===== config.mk =====
export PLATFORM = sky130hd
export DESIGN_NAME = crc_fold_const_gen
export DESIGN_NICKNAME = d
export VERILOG_FILES = /design/src/rtl/crc_fold_pkg.sv /design/src/rtl/crc_fold_ctrl.sv /design/src/rtl/crc_fold_rem.sv /design/src/rtl/crc_fold_pack.sv /design/src/rtl/crc_fold_const_gen.sv
export SDC_FILE = /design/constraint.sdc
export NUM_CORES = 1
export LEC_CHECK = 0
export BUFFER_PORTS_ARGS = -buffer_cell sky130_fd_sc_hd__buf_4
export CORE_MARGIN = 3
export CORE_UTILIZATION = 30
export CTS_BUF_LIST = sky130_fd_sc_hd__clkbuf_4 sky130_fd_sc_hd__clkbuf_8
export DETAILED_ROUTE_END_ITERATION = 7
export PLACE_DENSITY = 0.44
export SLEW_MARGIN = 20
export SYNTH_ARGS = -nofsm -noshare
export SYNTH_HDL_FRONTEND = slang
export SYNTH_SLANG_ARGS = --single-unit

===== constraint.sdc =====
create_clock -name clk -period 5.55 [get_ports clk]
set_input_delay 1.11 -clock clk [delete_from_list [all_inputs] [get_ports clk]]
set_output_delay 1.11 -clock clk [all_outputs]
set_load 0.01 [all_outputs]

===== src/rtl/crc_fold_pkg.sv =====
// Shared definitions for the CRC folding constant generator.
// Assumes constants never exceed 64 bits plus one overflow term.
package crc_fold_pkg;
    parameter int unsigned WORD_W = 64;

    typedef enum logic [1:0] {
        WSEL_16  = 2'd0,
        WSEL_32  = 2'd1,
        WSEL_64  = 2'd2,
        WSEL_RSV = 2'd3
    } wsel_e;

    // Width in bits for a width code; 0 marks the reserved code.
    function automatic logic [6:0] width_of(input logic [1:0] code);
        case (code)
            WSEL_16: width_of = 7'd16;
            WSEL_32: width_of = 7'd32;
            WSEL_64: width_of = 7'd64;
            default: width_of = 7'd0;
        endcase
    endfunction
endpackage


===== src/rtl/crc_fold_ctrl.sv =====
// Run controller: captures the request at start, derives the effective
// exponent, counts steps and issues the finish strobe.
// Assumes start is synchronous; start is ignored while busy.
module crc_fold_ctrl
    import crc_fold_pkg::*;
#(
    parameter int unsigned EXP_W = 16
) (
    input  logic             clk,
    input  logic             rst_n,
    input  logic             start,
    input  logic [1:0]       width_sel,
    input  logic [EXP_W-1:0] exponent,
    input  logic             reflect,
    output logic             busy,
    output logic             done,
    output logic             err_pend,
    output logic [6:0]       cfg_w,
    output logic             cfg_refl,
    output logic             load,
    output logic             step,
    output logic             last_step,
    output logic             finish
);
    logic [EXP_W-1:0] cnt_q;
    logic             busy_q, done_q, err_q, refl_q;
    logic [6:0]       w_q;

    logic [6:0]       w_in;
    logic [EXP_W-1:0] sub_in;
    logic             neg_in;

    // Effective exponent offset for the requested mode.
    always_comb begin
        w_in = width_of(width_sel);
        if (reflect)
            sub_in = (w_in == 7'd64) ? EXP_W'(1) : '0;
        else
            sub_in = EXP_W'(w_in);
        neg_in = (exponent < sub_in) || (w_in == 7'd0);
    end

    // Run state: idle capture, step countdown, finish.
    always_ff @(posedge clk) begin
        if (!rst_n) begin
            busy_q <= 1'b0;
            done_q <= 1'b0;
            err_q  <= 1'b0;
            refl_q <= 1'b0;
            w_q    <= 7'd0;
            cnt_q  <= '0;
        end else begin
            done_q <= 1'b0;
            if (!busy_q) begin
                if (start) begin
                    busy_q <= 1'b1;
                    w_q    <= w_in;
                    refl_q <= reflect;
                    err_q  <= neg_in;
                    cnt_q  <= neg_in ? '0 : (exponent - sub_in);
                end
            end else if (cnt_q == '0) begin
                busy_q <= 1'b0;
                done_q <= 1'b1;
            end else begin
                cnt_q <= cnt_q - 1'b1;
            end
        end
    end

    assign busy      = busy_q;
    assign done      = done_q;
    assign err_pend  = err_q;
    assign cfg_w     = w_q;
    assign cfg_refl  = refl_q;
    assign load      = !busy_q && start;
    assign step      = busy_q && (cnt_q != '0);
    assign last_step = step && (cnt_q == EXP_W'(1));
    assign finish    = busy_q && (cnt_q == '0);

    AST_CFG_STABLE: assert property (@(posedge clk) disable iff (!rst_n)
        (busy_q && $past(busy_q)) |-> ($stable(w_q) && $stable(refl_q)));
    AST_DONE_PULSE: assert property (@(posedge clk) disable iff (!rst_n)
        done_q |=> !done_q);
    AST_DONE_ENDS_BUSY: assert property (@(posedge clk) disable iff (!rst_n)
        done_q |-> (!busy_q && $past(busy_q)));
endmodule


===== src/rtl/crc_fold_rem.sv =====
// Remainder stepper: multiplies the remainder by x per step and reduces
// by P unless told not to. An unreduced overflow goes to top_bit.
// Assumes width is 16, 32 or 64 whenever step is high.
module crc_fold_rem
    import crc_fold_pkg::*;
(
    input  logic              clk,
    input  logic              rst_n,
    input  logic [WORD_W-1:0] poly,
    input  logic [6:0]        width,
    input  logic              load,
    input  logic              step,
    input  logic              noreduce,
    output logic [WORD_W-1:0] rem,
    output logic              top_bit
);
    logic [WORD_W-1:0] rem_q, mask, shifted;
    logic              top_q, msb;

    // Mask of the live remainder bits and the next remainder.
    always_comb begin
        mask    = (width >= 7'd64) ? '1 : ((WORD_W'(1) << width) - 1'b1);
        msb     = (width == 7'd0) ? 1'b0 : rem_q[width - 7'd1];
        shifted = (rem_q << 1) & mask;
        if (msb && !noreduce)
            shifted = shifted ^ (poly & mask);
    end

    // Remainder register: loads 1, then steps.
    always_ff @(posedge clk) begin
        if (!rst_n) begin
            rem_q <= '0;
            top_q <= 1'b0;
        end else if (load) begin
            rem_q <= WORD_W'(1);
            top_q <= 1'b0;
        end else if (step) begin
            rem_q <= shifted;
            if (msb && noreduce)
                top_q <= 1'b1;
        end
    end

    assign rem     = rem_q;
    assign top_bit = top_q;
endmodule


===== src/rtl/crc_fold_pack.sv =====
// Output packer: places the remainder for the chosen bit order.
// Assumes rem has no bits set at or above width.
module crc_fold_pack
    import crc_fold_pkg::*;
(
    input  logic [WORD_W-1:0] rem,
    input  logic [6:0]        width,
    input  logic              refl,
    output logic [WORD_W-1:0] word
);
    logic [WORD_W-1:0] rev;

    // Bit reversal over the active width.
    always_comb begin
        rev = '0;
        for (int i = 0; i < WORD_W; i++)
            if (i < int'(width))
                rev[int'(width) - 1 - i] = rem[i];
    end

    // Mode placement of the constant.
    always_comb begin
        if (width == 7'd0)
            word = '0;
        else if (!refl)
            word = rem << (7'd64 - width);
        else if (width < 7'd64)
            word = rev << 1;
        else
            word = rev;
    end
endmodule


===== src/rtl/crc_fold_const_gen.sv =====
// Top level of the CRC folding constant generator: controller, stepper,
// packer and result registers, which are loaded on the finish strobe.
// Assumes a single-cycle start pulse.
module crc_fold_const_gen
    import crc_fold_pkg::*;
#(
    parameter int unsigned EXP_W = 16
) (
    input  logic              clk,
    input  logic              rst_n,
    input  logic              start,
    input  logic [WORD_W-1:0] poly,
    input  logic [1:0]        width_sel,
    input  logic [EXP_W-1:0]  exponent,
    input  logic              reflect,
    output logic              busy,
    output logic              done,
    output logic [WORD_W-1:0] const_word,
    output logic              top_term,
    output logic              err
);
    logic [WORD_W-1:0] poly_q, rem, packed_w;
    logic [6:0]        cfg_w;
    logic              cfg_refl, load, step, last_step, finish, err_pend, rem_top;
    logic              noreduce;
    logic [WORD_W-1:0] word_q;
    logic              top_q, err_q;

    crc_fold_ctrl #(.EXP_W(EXP_W)) u_ctrl (
        .clk(clk), .rst_n(rst_n), .start(start), .width_sel(width_sel),
        .exponent(exponent), .reflect(reflect), .busy(busy), .done(done),
        .err_pend(err_pend), .cfg_w(cfg_w), .cfg_refl(cfg_refl), .load(load),
        .step(step), .last_step(last_step), .finish(finish)
    );

    // Polynomial capture at start.
    always_ff @(posedge clk) begin
        if (!rst_n)    poly_q <= '0;
        else if (load) poly_q <= poly;
    end

    assign noreduce = last_step && !cfg_refl && (cfg_w == 7'd64);

    crc_fold_rem u_rem (
        .clk(clk), .rst_n(rst_n), .poly(poly_q), .width(cfg_w), .load(load),
        .step(step), .noreduce(noreduce), .rem(rem), .top_bit(rem_top)
    );

    crc_fold_pack u_pack (
        .rem(rem), .width(cfg_w), .refl(cfg_refl), .word(packed_w)
    );

    // Result registers, updated only on finish.
    always_ff @(posedge clk) begin
        if (!rst_n) begin
            word_q <= '0;
            top_q  <= 1'b0;
            err_q  <= 1'b0;
        end else if (finish) begin
            word_q <= err_pend ? '0 : packed_w;
            top_q  <= err_pend ? 1'b0 : rem_top;
            err_q  <= err_pend;
        end
    end

    assign const_word = word_q;
    assign top_term   = top_q;
    assign err        = err_q;

    AST_TOP_ONLY_PLAIN64: assert property (@(posedge clk) disable iff (!rst_n)
        (done && top_term) |-> (!cfg_refl && cfg_w == 7'd64));
    AST_ERR_ZERO_WORD: assert property (@(posedge clk) disable iff (!rst_n)
        (done && err) |-> (const_word == '0 && !top_term));
    AST_REFL_HIGH_CLEAR: assert property (@(posedge clk) disable iff (!rst_n)
        (done && !err && cfg_refl && cfg_w < 7'd64) |-> ((const_word >> (cfg_w + 7'd1)) == '0));
    AST_RESULT_HOLD: assert property (@(posedge clk) disable iff (!rst_n)
        (!$past(finish) && $past(rst_n)) |-> ($stable(const_word) && $stable(err)));
endmodule


==> summary.txt <==
outcome -> complete, no violations
Core Region -> 48100 µm²
area growth from synthesis to layout -> 16.7%
CTS hold repair buffers -> 0
I/O Buffers -> 153
clk_lat worst skew -> 620 ps
chip height -> 228 µm
number of flops mapped to enable cells by yosys -> 0
syn_nets -> 2107
fmax -> 0.214 GHz
vias in the first global route -> 14761
first-pass GRT wire length -> 95200 µm
average size of a mapped cell -> 7.48 µm²
# Post-CTS Setup Buffers -> 0
final wirelength -> 63900 µm
Pleak -> 0.00643 µW
Setup Slack @ Placement -> 961 ps
vias per inst -> 5.69
library cells used by synthesis -> 83
Area after DPL -> 16200 µm²
most common cell after layout, fill and taps aside -> nand2_1
RSZ-0062 raised after global routing -> false
HP Class -> flop to flop
Period Utilization, post-route -> 84.3%
total grt overflow -> 0
chip width -> 228 µm
Worst Path Class, Setup -> flop to flop
routability cong. -> 0.929
min cycle time layout -> 4680 ps
synthesized area -> 14700 µm²
Buf+Inv Stages, Crit Path -> 2
Fill cells -> 5173
clk buf depth -> 3
count of final hold-check violations -> 0
Setup TNS -> 0 ps
Crit-path slowest cell -> dfxtp_1
DRC viols -> 0
Slew Limit Headroom -> 30.2%
average wire per standard cell -> 23.8 µm
initial antenna violation count -> 0
layout cells sized above 1 -> 16.5%
Synth Instances -> 1970
Crit path max-delay family -> simple AND/OR/NAND/NOR gates
worst slew pin tran -> 1050 ps
largest net degree at the start of global routing -> 79
CTS tree -> yes
Cell Pwr Density -> 240 nW/µm²
CP max FO -> 14
Vias -> 15310
Slew Limit Fails -> 0
cts bufs inserted -> 42
Final setup viols -> 0
post-DP HPWL -> 45500 µm
Antenna Cells -> 0
CP arrival -> 5150 ps
sequential area share after synthesis -> 29.6%
max incr delay on CP -> 560 ps
initial DRC count -> 1579
Initial Util -> 30.6%
Worst Skew -> 31.5 ps
Top FF cell, synth -> dfxtp_1
Rows -> 80
most frequent cells in the layout -> 383 x nand2_1, 216 x dfxtp_1, 194 x buf_4, 184 x a21oi_1, 175 x o21ai_0
post-route cell area -> 17200 µm²
clock sinks -> 218
critical path depth -> 15
Final ANT Viol Nets -> 0
Pre-antenna DRT Iters -> 6
MaxCap Viol Count -> 0
Setup crit start kind -> flop
Root Buffer -> clkbuf_8
clk slew on worst S/H paths -> 60 ps
synthesized flop and latch total -> 218
Final nets -> 2139
Ys Warns -> 0
Synth async-reset ratio -> 0%
Post-CTS Resized -> 0
Max IR drop VDD -> 133 µV
crit path capture type -> flop
R2R cell count -> 15
io pins -> 154
die area -> 51800 µm²
Worst Path Required -> 6020 ps
H-tree levels -> 2
Hold Crit Depth -> 2
CP most frequent cell -> ha_1
PnR worst setup slack -> 870 ps
Tot GR Track Use -> 24.2%
CP Cell Sequence -> inv_1, ha_1, ha_1, buf_4, ha_1, nor2_1, o21ai_0, ha_1, nor3_1, and4bb_2, nand4_2, mux2i_1, a21oi_1, a211oi_1, o21ai_0
## through the flow
step | hold slack, ps | util (%) | power, µW | instances
after floorplan | 437 | - | 2090 | 1970
after global placement | 430 | 33.6 | 2320 | 2613
after detailed placement | 447 | 33.7 | 2320 | 2614
after CTS | 455 | 35.7 | 4180 | 2691
after global routing | 475 | 35.7 | 4330 | 2691
final | 445 | 35.7 | 4120 | 2691
## cells by family after synthesis
logic type,Yosys count,synth area share [%]
compound gates,628,26.7
fa+ha+maj,51,4.33
simple gates,675,21.1
xor+xnor,78,4.64
mux,83,7.06
buf+inv,237,6.53
flops,218,29.6
## routing by layer
layer  vias to the layer above  wire [µm]  GRT usage, %
li1                       7155          -             -
met1                      7362      29200          33.9
met2                       667      27600          36.9
met3                       126       5240          5.27
met4                         0       1860          7.55
met5                         -          0             0
## path summary, 6_finish.rpt
check                                     start        endpoint  slack, ps
worst min register to register   const_word[22]  const_word[22]        440
worst max register to register  u_ctrl.cfg_w[5]  const_word[16]        870
worst max-delay path            u_ctrl.cfg_w[5]  const_word[16]        870
worst min-delay path             const_word[22]  const_word[22]        440
## registers in the layout, summed over array words and instances, names as in the netlist
signal and flops:
u_ctrl.busy 1, u_ctrl.done 1, poly_q 64, u_ctrl.cfg_refl 1
u_ctrl.cnt_q 16, err 1, u_ctrl.err_pend 1, top_term 1
u_rem.rem 64, u_ctrl.cfg_w 3, const_word 64, u_rem.top_bit 1
## synthesized netlist by cell type (21+ instances only)
library cell  instances  area [µm²]
xor2_1               63         552
o21ai_0             177         886
buf_2                30         150
clkbuf_1            162         608
ha_1                 51         638
nor3_1               41         205
inv_1                28         105
a211oi_1             48         360
dfxtp_1             218        4360
and3_1               36         225
a22oi_1              44         330
a21oi_1             185         926
a221oi_1             32         280
nand3_1              29         145
nand2_1             384        1440
nor2_1               73         274
mux2i_1              51         510
a21o_1               21         158
## tightest hold or removal path, delay by kind of cell, from the launching register on
kind             cells  cell delay [ps]
and+or+nand+nor      2               90
DFF                  1              310
## layout make-up
type	count	area, µm²	area share, %
Timing Repair Buffer	195	1480	8.63
Multi-Input combinational cell	1515	9450	55.0
Tap cell	656	821	4.78
Clock buffer	63	792	4.61
Inverter	30	113	0.655
Sequential cell	218	4370	25.4
Clock inverter	14	163	0.946
## power breakdown
part | leakage [µW] | internal, µW | switching [µW]
Clock | 0.000513 | 1060 | 765
Sequential | 0.00177 | 1620 | 52.6
Combinational | 0.00414 | 215 | 412
Total | 0.00643 | 2900 | 1230
Power figures use the tool's default switching activity.
